## config.mk

```make
export PLATFORM = sky130hd
export DESIGN_NAME = msi_irq_agg
export DESIGN_NICKNAME = d
export VERILOG_FILES = /design/src/rtl/msi_agg_pkg.sv /design/src/rtl/msi_vec_capture.sv /design/src/rtl/intx_latch.sv /design/src/rtl/irq_ctrl.sv /design/src/rtl/msi_irq_agg.sv
export SDC_FILE = /design/constraint.sdc
export NUM_CORES = 1
export LEC_CHECK = 0
export BUFFER_PORTS_ARGS = -buffer_cell sky130_fd_sc_hd__buf_2
export CELL_PAD_IN_SITES_DETAIL_PLACEMENT = 0
export CELL_PAD_IN_SITES_GLOBAL_PLACEMENT = 1
export CORE_UTILIZATION = 38
export CTS_CLUSTER_SIZE = 40
export DETAILED_ROUTE_END_ITERATION = 16
export MAX_ROUTING_LAYER = met4
export PLACE_DENSITY_LB_ADDON = 0.1
export SLEW_MARGIN = 5
export SYNTH_ARGS = -nofsm -noshare
export SYNTH_HDL_FRONTEND = slang
export SYNTH_SLANG_ARGS = --single-unit
```

## constraint.sdc

```tcl
create_clock -name clk -period 2.4 [get_ports clk]
set_input_delay 0.36 -clock clk [delete_from_list [all_inputs] [get_ports clk]]
set_output_delay 0.36 -clock clk [all_outputs]
set_load 0.02 [all_outputs]
```

## src/rtl/msi_agg_pkg.sv

```systemverilog
package msi_agg_pkg;
    localparam int NUM_VEC     = 32;
    localparam int DATA_W      = 32;
    localparam int INTX_N      = 4;
    localparam int INTX_LSB    = 16;
    localparam int MSI_SUM_BIT = 23;
    localparam int REG_AW      = 5;

    localparam logic [REG_AW-1:0] OFS_VEC_STAT = 5'h00;
    localparam logic [REG_AW-1:0] OFS_IRQ_STAT = 5'h04;
    localparam logic [REG_AW-1:0] OFS_IRQ_MASK = 5'h08;
    localparam logic [REG_AW-1:0] OFS_MSI_TGT  = 5'h0C;
    localparam logic [REG_AW-1:0] OFS_DEBUG    = 5'h10;

    typedef enum logic {
        IRQ_IDLE   = 1'b0,
        IRQ_ACTIVE = 1'b1
    } irq_state_e;
endpackage

```

## src/rtl/msi_vec_capture.sv

```systemverilog
module msi_vec_capture #(
    parameter int NUM_VEC = 32,
    parameter int DATA_W  = 32
) (
    input  logic               clk,
    input  logic               rst_n,
    input  logic               ev_valid,
    input  logic [DATA_W-1:0]  ev_addr,
    input  logic [DATA_W-1:0]  ev_data,
    input  logic [DATA_W-1:0]  tgt_addr,
    input  logic [NUM_VEC-1:0] clr_vec,
    output logic [NUM_VEC-1:0] status,
    output logic               hit,
    output logic               err
);
    localparam int IDX_W = $clog2(NUM_VEC);

    logic               addr_ok;
    logic               in_range;
    logic [NUM_VEC-1:0] set_vec;
    logic [NUM_VEC-1:0] status_q;
    logic               err_q;

    always_comb begin
        addr_ok  = ev_valid && (ev_addr == tgt_addr);
        in_range = ev_data < DATA_W'(NUM_VEC);
        hit      = addr_ok && in_range;
    end

    for (genvar gi = 0; gi < NUM_VEC; gi++) begin : g_set
        assign set_vec[gi] = hit && (ev_data[IDX_W-1:0] == IDX_W'(gi));

        // a capture always lands, even against a clear
        a_r5_set_wins: assert property (@(posedge clk) disable iff (!rst_n)
            set_vec[gi] |=> status_q[gi]);
        // a vector bit only drops after a write-one clear
        a_r4_clear_only_by_write: assert property (@(posedge clk) disable iff (!rst_n)
            $fell(status_q[gi]) |-> $past(clr_vec[gi]));
    end

    always_ff @(posedge clk or negedge rst_n) begin
        if (!rst_n) begin
            status_q <= '0;
            err_q    <= 1'b0;
        end else begin
            status_q <= (status_q & ~clr_vec) | set_vec;
            if (addr_ok && !in_range)
                err_q <= 1'b1;
        end
    end

    assign status = status_q;
    assign err    = err_q;

    // error flag is sticky
    a_r10_err_sticky: assert property (@(posedge clk) disable iff (!rst_n)
        err_q |=> err_q);
endmodule

```

## src/rtl/intx_latch.sv

```systemverilog
module intx_latch #(
    parameter int INTX_N = 4
) (
    input  logic              clk,
    input  logic              rst_n,
    input  logic [INTX_N-1:0] lvl,
    input  logic [INTX_N-1:0] clr,
    output logic [INTX_N-1:0] status
);
    logic [INTX_N-1:0] status_q;

    always_ff @(posedge clk or negedge rst_n) begin
        if (!rst_n)
            status_q <= '0;
        else
            status_q <= (status_q & ~clr) | lvl;
    end

    assign status = status_q;

    for (genvar gi = 0; gi < INTX_N; gi++) begin : g_chk
        // an asserted level is never lost to a clear
        a_r6_level_holds: assert property (@(posedge clk) disable iff (!rst_n)
            lvl[gi] |=> status_q[gi]);
    end
endmodule

```

## src/rtl/irq_ctrl.sv

```systemverilog
module irq_ctrl
    import msi_agg_pkg::*;
(
    input  logic clk,
    input  logic rst_n,
    input  logic pending,
    output logic irq
);
    irq_state_e state_q;
    irq_state_e state_d;

    always_comb begin
        state_d = state_q;
        unique case (state_q)
            IRQ_IDLE:   if (pending)  state_d = IRQ_ACTIVE;
            IRQ_ACTIVE: if (!pending) state_d = IRQ_IDLE;
            default:    state_d = IRQ_IDLE;
        endcase
    end

    always_ff @(posedge clk or negedge rst_n) begin
        if (!rst_n)
            state_q <= IRQ_IDLE;
        else
            state_q <= state_d;
    end

    always_comb begin
        irq = (state_q == IRQ_ACTIVE);
    end

    // output follows the pending OR one clock later
    a_r9_irq_latency: assert property (@(posedge clk) disable iff (!rst_n)
        1'b1 |=> (irq == $past(pending)));
endmodule

```

## src/rtl/msi_irq_agg.sv

```systemverilog
module msi_irq_agg
    import msi_agg_pkg::*;
#(
    parameter int VEC_N  = NUM_VEC,
    parameter int DW     = DATA_W,
    parameter int INTX_W = INTX_N
) (
    input  logic              clk,
    input  logic              rst_n,
    input  logic              msi_valid,
    input  logic [DW-1:0]     msi_addr,
    input  logic [DW-1:0]     msi_data,
    input  logic [INTX_W-1:0] intx_lvl,
    input  logic              reg_wr,
    input  logic [REG_AW-1:0] reg_addr,
    input  logic [DW-1:0]     reg_wdata,
    output logic [DW-1:0]     reg_rdata,
    output logic              host_irq
);
    localparam logic [DW-1:0] MASK_BITS =
        (DW'((1 << INTX_W) - 1) << INTX_LSB) | (DW'(1) << MSI_SUM_BIT);

    logic [DW-1:0]     mask_q;
    logic [DW-1:0]     tgt_q;
    logic              summary_q;
    logic [VEC_N-1:0]  vec_status;
    logic [VEC_N-1:0]  vec_clr;
    logic [INTX_W-1:0] intx_status;
    logic [INTX_W-1:0] intx_clr;
    logic              cap_hit;
    logic              cap_err;
    logic              wr_vec;
    logic              wr_stat;
    logic [DW-1:0]     shared_stat;
    logic              pending;

    always_comb begin
        wr_vec   = reg_wr && (reg_addr == OFS_VEC_STAT);
        wr_stat  = reg_wr && (reg_addr == OFS_IRQ_STAT);
        vec_clr  = wr_vec  ? reg_wdata[VEC_N-1:0] : '0;
        intx_clr = wr_stat ? reg_wdata[INTX_LSB +: INTX_W] : '0;
    end

    msi_vec_capture #(.NUM_VEC(VEC_N), .DATA_W(DW)) i_vec (
        .clk      (clk),
        .rst_n    (rst_n),
        .ev_valid (msi_valid),
        .ev_addr  (msi_addr),
        .ev_data  (msi_data),
        .tgt_addr (tgt_q),
        .clr_vec  (vec_clr),
        .status   (vec_status),
        .hit      (cap_hit),
        .err      (cap_err)
    );

    intx_latch #(.INTX_N(INTX_W)) i_intx (
        .clk    (clk),
        .rst_n  (rst_n),
        .lvl    (intx_lvl),
        .clr    (intx_clr),
        .status (intx_status)
    );

    always_ff @(posedge clk or negedge rst_n) begin
        if (!rst_n) begin
            summary_q <= 1'b0;
            mask_q    <= MASK_BITS;
            tgt_q     <= '0;
        end else begin
            if (cap_hit)
                summary_q <= 1'b1;
            else if (wr_stat && reg_wdata[MSI_SUM_BIT] && (vec_status == '0))
                summary_q <= 1'b0;
            if (reg_wr && (reg_addr == OFS_IRQ_MASK))
                mask_q <= reg_wdata & MASK_BITS;
            if (reg_wr && (reg_addr == OFS_MSI_TGT))
                tgt_q <= reg_wdata;
        end
    end

    always_comb begin
        shared_stat                        = '0;
        shared_stat[INTX_LSB +: INTX_W]    = intx_status;
        shared_stat[MSI_SUM_BIT]           = summary_q;
        pending                            = |(shared_stat & ~mask_q);
    end

    always_comb begin
        case (reg_addr)
            OFS_VEC_STAT: reg_rdata = DW'(vec_status);
            OFS_IRQ_STAT: reg_rdata = shared_stat;
            OFS_IRQ_MASK: reg_rdata = mask_q;
            OFS_MSI_TGT:  reg_rdata = tgt_q;
            OFS_DEBUG:    reg_rdata = DW'(cap_err);
            default:      reg_rdata = '0;
        endcase
    end

    irq_ctrl i_irq (
        .clk     (clk),
        .rst_n   (rst_n),
        .pending (pending),
        .irq     (host_irq)
    );

    // summary never falls while vectors are pending
    a_r7_summary_hold: assert property (@(posedge clk) disable iff (!rst_n)
        $fell(summary_q) |-> ($past(vec_status) == '0));
    // every capture raises the summary
    a_r7_summary_set: assert property (@(posedge clk) disable iff (!rst_n)
        cap_hit |=> summary_q);
    // a capture shows in the vector register on the next cycle
    a_r2_capture_visible: assert property (@(posedge clk) disable iff (!rst_n)
        cap_hit |=> (vec_status != '0));
endmodule

```

======== Yosys cells after proc, flatten, opt, wreduce, memory -nomap -nowiden ========
Cells that the tools add are included.
cells by class
  eq/ne operators ......................... 36
  bitwise gates (word level) .............. 8
  mux-type cells .......................... 6
  reduce and logical (&&, ||, !) cells .... 47
  order comparisons ....................... 1
operators by type and width
  cell                                                  count
  case mux 32 bit (5 select lines)                      1
  equality test 5 bit (second input constant)           17
  equality test 5 x 4 -> 1 bit (second input constant)  10
  logical AND 1 bit                                     41
  AND 24 x 32 -> 32 bit                                 1
  AND 32 bit                                            1
  equality test 32 bit                                  1
  logical NOT 32 bit                                    1
  < comparator 32 x 6 -> 1 bit (second input constant)  1
  two-way mux 32 bit                                    1
  NOT 24 -> 32 bit                                      1
  NOT 32 bit                                            1
  bitwise OR 32 bit                                     1
  OR reduction 32 bit                                   1
  equality test 5 x 3 -> 1 bit (second input constant)  5
  equality test 5 x 2 -> 1 bit (second input constant)  2
  logical NOT 5 bit                                     2
  equality test 5 x 1 -> 1 bit (second input constant)  1
  AND 4 bit                                             1
  two-way mux 4 bit                                     1
  NOT 4 bit                                             1
  bitwise OR 4 bit                                      1
  two-way mux 1 bit                                     3
  nonzero test 2 bit                                    1
  logical NOT 1 bit                                     1
word-level totals
  output and inout bits ................... 33
  register bits after elaboration ......... 76
  logic and storage cells ................. 105

======== Logic depth before layout (Yosys ltp) ========
Gate-level depths: netlist of the first run.
  depth after elaboration ................. 6
  mapped depth ............................ 7
  gate-level depth less buffers ........... 5

======== Hierarchy ========
From an unflattened synthesis of the first run, not the netlist that was laid out.
second synthesis, totals
  cell total of the unflattened synthesis .. 385
  area total of the unflattened synthesis .. 4,515.6 sq um
by module, submodules not included
  module           times used  seq. area each (sq um)  cells an instance  area each (sq um)
  msi_irq_agg      1           957.2                   193                2,392.3
  msi_vec_capture  1           825.8                   179                1,953.1
  intx_latch       1           100.1                   12                 145.1
  irq_ctrl         1           25.0                    1                  25.0

======== Worst setup path before layout of the first run ========
OpenSTA, ideal clock, no wires.
  path type ............................... input to output
  start ................................... in reg_addr[3]
  end ..................................... out reg_rdata[10]
  buffers on the path ..................... 2
  arrival time ............................ 1,717 ps
  cell stages on the path ................. 5
  path slack .............................. 323 ps
  data required time ...................... 2,040 ps
  cell sequence ........................... buf_2 -> or4_4 -> nor2_2 -> buf_4 -> a22o_1
between the ends
  word-level cells in the longest chain between the ends .. 2
  elaborated cells between the ends (all ways) .. 6
ends and longest elaborated chain
  what                                               RTL line           source
  start, declared                                    msi_irq_agg.sv:15  input logic [REG_AW-1:0] reg_addr,
  equality test 5 bit, or another cell as far along  msi_irq_agg.sv:90  case (reg_addr)
  case mux 32 bit (5 select lines) (*)               msi_irq_agg.sv:90
  end, declared                                      msi_irq_agg.sv:17  output logic [DW-1:0] reg_rdata,
Mark *: on every way between the ends. The rest lies on a longest branch, timed or not.

======== Worst setup path after layout of the first run ========
  start ................................... in reg_addr[3]
  end ..................................... out reg_rdata[21]
Same word-level chain as after synthesis.

==> summary.md, run 1 <==
| Metric | Value |
|---|---|
| Status | `finished clean` |
| Slew margin rel. | `57.7%` |
| Global route total overflow | `0` |
| Pin count of the biggest net entering global routing | `77` |
| N_diodes | `0` |
| Vias in the first global route | `between 3000 and 4000` |
| Post_cts resized | `0` |
| Worst Hold Class | `primary input to asynchronous set/reset pin` |
| Final GP Congestion | `0.824` |
| Fmax | `460 MHz` |
| Tmin final | `2.17 ns` |
| CP cell instances | `buf_2 > or4_4 > nor2_2 > buf_4 > a22o_1 > buf_2` |
| TritonCTS Buffers | `9` |
| Clock Pin Slew Worst Setup and Hold Paths | `about 0.08 ns` |
| Commonest cells after routing, fill and taps aside | `buf_2, nand2_1, dfrtp_1, nand4_1, mux2_2` |
| Layout cells sized above 1 | `between 30% and 40%` |
| Startpoint Class | `primary input` |
| Setup CP Type | `primary input to output pin` |
| Sequential area share after synthesis | `44.9%` |
| Initial antenna violation count | `0` |
| Cells taking the most area after synthesis | `dfrtp_1, mux2_2, nand2_1` |
| IO Pins | `142` |
| Share of the synthesized area in the top cell type | `41.8%` |
| Max stage delay on crit path | `0.56 ns` |
| Worst setup EP type | `output pin` |
| H-tree depth | `3` |
| First-pass GRT wire length | `between 15000 and 20000 um` |
| Reg2Reg Launch Point | `tgt_q[17]$_DFFE_PN0P_` |
| Final hold slack | `about 0.014 ns` |
| Max-cap violations | `0` |
| Core area | `10900 um^2` |
| Synthesized area | `4250 um^2` |
| Height of the die | `between 100 and 150 um` |
| Flop2flop setup slack | `0.44 ns` |
| Crit Path Max Fanout | `18` |
| Final Setup Violations | `0` |
| Distinct cells, synth | `43` |
| Final worst setup slack | `0.228 ns` |
| Final period utilization | `between 90 and 100%` |
| Fin Setup TNS | `0 ns` |
| CP arrival | `between 1.5 and 2 ns` |
| Routed length per instance | `17.9 um` |
| Synth area leader | `dfrtp_1` |
| LEAKAGE | `0.00239 uW` |
| CP most frequent cell | `buf_2` |
| Synth Area per Inst | `10.2 um^2` |
| Clk buf depth | `2` |
| Max VDD drop | `0.258 mV` |
| CP Data Required Time | `2.04 ns` |
| Cell count after synthesis | `415` |
| Syn nets | `524` |
| Tot GR Track Use | `23.3%` |
| Commonest non-fill, non-tap cell in the layout | `buf_2` |
| Unrepaired setup endpoints after global routing | `no` |
| Detailed Route Iter0 Violations | `220` |
| Asr flop ratio synth | `100%` |
| YS warnings | `0` |
| DR DRC count | `0` |
| Detailed placement HPWL | `between 9000 and 10000 um` |
| Layout Skew | `0.0104 ns` |
| Layout overhead on the synthesized area | `25.0%` |
| Final wirelength | `12500 um` |
| Vias per cell | `~5.3` |
| Die W | `108 um` |
| Yosys reg bits | `76` |
| Final Hold Violating Endpoints | `0` |
| Power per Cell Area | `577 nW/um^2` |
| Remaining antenna violation count | `0` |
| Slew Limit Fails | `0` |
| CTS tree | `done` |
| Clock Sinks | `76` |
| DR pass1 iterations | `4` |
| Finished Core Util | `48.8%` |
| Post-CTS setup buffers | `0` |
| IO buf count | `between 100 and 150` |
| # hold bufs at CTS | `0` |
| Vias | `approximately 3700` |
| Place WS | `0.225 ns` |
| Number of synthesized flops with an enable pin | `0` |
| Row cnt | `38` |
| Reg2reg path depth | `7` |
| Slowest cell on crit path | `or4_4` |
| Clk_lat worst skew | `0.35 ns` |
| Ys flop type | `dfrtp_1` |
| Setup crit start | `reg_addr[3]` |
| Slew @ Worst Pin | `approximately 0.63 ns` |
| Die ar. | `11600 um^2` |
| Clock Root Buffer | `clkbuf_8` |
| Initial Util | `39.0%` |
| Nets | `665` |
## cell families after synthesis
family,share of synthesized area (%)
buffers and inverters,4.27
xor gates and xnor gates,6.39
DFF,44.9
muxes,13.1
AOI/OAI and AO/OA,11.1
and+or+nand+nor,20.2
## worst max-delay path, delay by kind of cell
family                 cells  cell delay (ns)
AND/OR/NAND/NOR            2             0.69
buffers and inverters      3             0.57
AO/OA/AOI/OAI              1             0.18
## power by group
| part | leakage [uW] | switching, uW | internal (uW) | total (uW) |
|---|---|---|---|---|
| combinational | 0.00131 | 227 | 287 | 514 |
| clock | 0.000102 | 487 | 535 | 1020 |
| sequential | 0.000981 | 118 | 1410 | 1530 |
## sequential cells by signal (all words and copies together), names as in the netlist
| name | cells |
|---|---|
| tgt_q | 32 |
| i_vec.err | 1 |
| i_intx.status | 4 |
| mask_q | 5 |
| i_irq.irq | 1 |
| summary_q | 1 |
| i_vec.status | 32 |
## routing by layer
layer  GRT usage, %  routed length [um]  vias up
met5              -                   0        -
met4           6.75                 122        0
met3           2.54                 547       10
met2           37.5                6010      123
met1           31.2                5850     1805
li1               -                   -     1808
## cells in the mapped netlist, types with 5 or more instances
| cell type | count |
|---|---|
| inv_1 | 7 |
| xnor2_1 | 31 |
| clkbuf_1 | 10 |
| mux4_1 | 5 |
| nand3_1 | 5 |
| nor2_1 | 6 |
| and2_1 | 5 |
| nor4_1 | 13 |
| a22o_1 | 26 |
| buf_6 | 6 |
| mux2_2 | 35 |
| o21ai_1 | 30 |
| dfrtp_1 | 71 |
| dfstp_2 | 5 |
| nand4_1 | 40 |
| nand2_1 | 73 |
## metrics by stage
stage	area [um^2]	cells	power (uW)
floorplan	4250	415	1830
global placement	5110	685	2070
detailed placement	5110	685	2080
CTS	5310	701	3090
global route	5310	701	3210
finish	5310	701	3070
## path summary, 6_finish.rpt
kind                                               to
max in group asynchronous  i_vec.status[27]$_DFF_PN0_
setup / recovery                        reg_rdata[21]
hold / removal             i_intx.status[0]$_DFF_PN0_
setup reg to reg                summary_q$_DFFE_PN0P_
min in group clk           i_intx.status[1]$_DFF_PN0_
hold reg to reg                 i_vec.err$_DFFE_PN0P_
## cell type report
cell class	instances	area, um^2
timing repair buffer	155	836
clock inverter	4	47.5
tap	140	175
sequential	76	1910
fill	1053	5570
inverter	7	26.3
clock buffer	12	155
multi-input combinational	307	2170
No activity file was read; power rests on OpenSTA's default activity.
==> run 2: changes to the inputs <==
PLACE_DENSITY_LB_ADDON = 0.2   (was 0.1)
RECOVER_POWER = 25   (was default)
==> run 2 against run 1 <==
Sequential share of layout area shrank 0.29 points; sequential cell count is the same; worst hold slack gained 0.17 ns; routed wire length shrank 3.3%; fmax shrank 0.38%; global-route usage shrank 0.91 points; count of clock-buffer cells in the layout shrank 2; largest cell class unchanged; design area grew 0.80%; setup slack lost 0.0084 ns; combinational power is essentially flat.
==> summary.md, run 2 (synthesized netlist as in run 1, its figures left out) <==
| Metric | Value |
|---|---|
| Power per Cell Area | `608 nW/um^2 (was 577 nW/um^2)` |
| Tot GR Track Use | `22.4% (was 23.3%)` |
| Switching Fraction | `25.7% (was 27.1%)` |
| Sequential share of power | `46.9% (was 50.0%)` |
| Vias per cell | `5.29 (was 5.34)` |
| CP top delay family | `simple AND/OR/NAND/NOR gates (unchanged)` |
| Tmin final | `2.18 ns (was 2.17 ns)` |
| Int Pwr | `2420 uW (was 2240 uW)` |
| Final wirelength | `12100 um (was 12500 um)` |
| Die ar. | `11600 um^2 (unchanged)` |
| CP cell instances | `buf_2 > or4_4 > nor2_2 > buf_4 > a22o_1 > buf_2 (unchanged)` |
| Core area | `10900 um^2 (unchanged)` |
| Clk buf depth | `2 (unchanged)` |
| Crit Path Max Fanout | `18 (unchanged)` |
| Worst setup EP type | `output pin (unchanged)` |
| Global route total overflow | `0 (unchanged)` |
| IO buf count | `141 (unchanged)` |
| Initial antenna violation count | `0 (unchanged)` |
| Vias | `3711 (was 3746)` |
| Net switching power figure | `836 uW (was 832 uW)` |
| Slew @ Worst Pin | `1.18 ns (was 0.633 ns)` |
| Clock Root Buffer | `clkbuf_8 (unchanged)` |
| Place WS | `0.247 ns (was 0.225 ns)` |
| TritonCTS Buffers | `9 (unchanged)` |
| Row cnt | `38 (unchanged)` |
| Pin count of the biggest net entering global routing | `35 (was 77)` |
| CTS tree | `done (unchanged)` |
| Final worst setup slack | `0.219 ns (was 0.228 ns)` |
| Startpoint Class | `primary input (unchanged)` |
| Commonest cells after routing, fill and taps aside | `buf_2, nand2_1, dfrtp_1, nand4_1, mux2_2 (unchanged)` |
| Layout Skew | `0.0135 ns (was 0.0104 ns)` |
| First-pass GRT wire length | `19000 um (was 19800 um)` |
| Sum of buffers and inverters on the critical path | `3 (unchanged)` |
| DR pass1 iterations | `4 (unchanged)` |
| LEAKAGE | `0.00241 uW (was 0.00239 uW)` |
| Commonest non-fill, non-tap cell in the layout | `buf_2 (unchanged)` |
| Clock Sinks | `76 (unchanged)` |
| Initial Util | `39.0% (unchanged)` |
| Slew margin rel. | `21.5% (was 57.7%)` |
| CP most frequent cell | `buf_2 (unchanged)` |
| Clk pwr share | `37.2% (was 33.3%)` |
| Status | `finished clean (unchanged)` |
| Vias in the first global route | `3647 (was 3803)` |
| CP Data Required Time | `2.04 ns (about the same)` |
| DR DRC count | `0 (unchanged)` |
| Clock Pin Slew Worst Setup and Hold Paths | `0.08 ns (about the same)` |
| Final Hold Violating Endpoints | `0 (unchanged)` |
| Logic pwr share | `15.8% (was 16.7%)` |
| Height of the die | `108 um (unchanged)` |
| Detailed placement HPWL | `9480 um (was 9570 um)` |
| Clk_lat worst skew | `0.35 ns (about the same)` |
| Max stage delay on crit path | `0.57 ns (was 0.56 ns)` |
| Final period utilization | `90.9% (was 90.5%)` |
| Layout cells sized above 1 | `38.6% (was 38.7%)` |
| Max VDD drop | `0.300 mV (was 0.258 mV)` |
| Layout overhead on the synthesized area | `26.0% (was 25.0%)` |
| IO Pins | `142 (unchanged)` |
| Routed length per instance | `17.3 um (was 17.9 um)` |
| CP arrival | `1.82 ns (was 1.81 ns)` |
| N_diodes | `0 (unchanged)` |
| Finished Core Util | `49.2% (was 48.8%)` |
| Max-cap violations | `0 (unchanged)` |
| Nets | `666 (was 665)` |
| Detailed Route Iter0 Violations | `186 (was 220)` |
| Slew Limit Fails | `0 (unchanged)` |
| Worst Hold Class | `primary input to flip-flop (was primary input to asynchronous set/reset pin)` |
| H-tree depth | `3 (unchanged)` |
| Fin Setup TNS | `0 ns (unchanged)` |
| Post_cts resized | `0 (unchanged)` |
| Fmax | `459 MHz (was 460 MHz)` |
| Final Setup Violations | `0 (unchanged)` |
| Fill count | `1040 (was 1053)` |
| Final GP Congestion | `0.894 (was 0.824)` |
| Unrepaired setup endpoints after global routing | `no (unchanged)` |
| Remaining antenna violation count | `0 (unchanged)` |
| Slowest cell on crit path | `or4_4 (unchanged)` |
| Die W | `108 um (unchanged)` |
| Setup CP Type | `primary input to output pin (unchanged)` |
## run 2: path summary, 6_finish.rpt
check                                                start                          to  slack [ns]  cells after the start
worst min register to register  i_intx.status[1]$_DFF_PN0_  i_intx.status[1]$_DFF_PN0_        0.50                      1
min in group asynchronous                            rst_n  i_intx.status[1]$_DFF_PN0_        0.77                      2
max in group asynchronous                            rst_n      mask_q[23]$_DFFE_PN1P_        0.44                      3
worst max register to register       tgt_q[21]$_DFFE_PN0P_  i_vec.status[31]$_DFF_PN0_        0.32                      7
worst max-delay path                           reg_addr[3]                reg_rdata[3]        0.22                      6
worst min-delay path                           intx_lvl[0]  i_intx.status[0]$_DFF_PN0_        0.18                      2
## run 2: metrics by stage
step           cell area [um^2]  total power [uW]  cells  hold slack (ns)
2_1_floorplan              4250              1830    415           0.0644
3_5_place_dp               5110              2080    685            0.360
3_3_place_gp               5110              2060    685            0.364
4_1_cts                    5370              3290    702            0.172
5_1_grt                    5360              3410    702            0.169
6_report                   5360              3260    702            0.183
## run 2: layer usage
metal,GRT usage (%),wire [um]
met5,-,0
met1,31.5,5850
met4,6.16,116
met3,2.60,528
met2,34.2,5620
## run 2: area by class of cell
cell class              count  area [um^2]  area share [%]
clock buffers              10          138            2.57
clock inverters             6          111            2.08
inverters                   7         26.3           0.491
multi-input cells         307         2170            40.4
flip-flops and latches     76         1910            35.6
well taps                 140          175            3.27
repair buffers            156          832            15.5
## run 2: power groups by stage
stage               Combinational (uW)  Clock (uW)  Sequential, uW
CTS                                524        1240            1530
floorplan                          308           0            1520
global placement                   509           0            1550
global route                       565        1290            1550
detailed placement                 521           0            1550
finish                             516        1210            1530
## run 2: what timing repair did
item                      in CTS  in global routing
hold endpoints to repair      19                  0
hold buffers                   1                  0
buffers inserted               0                  0
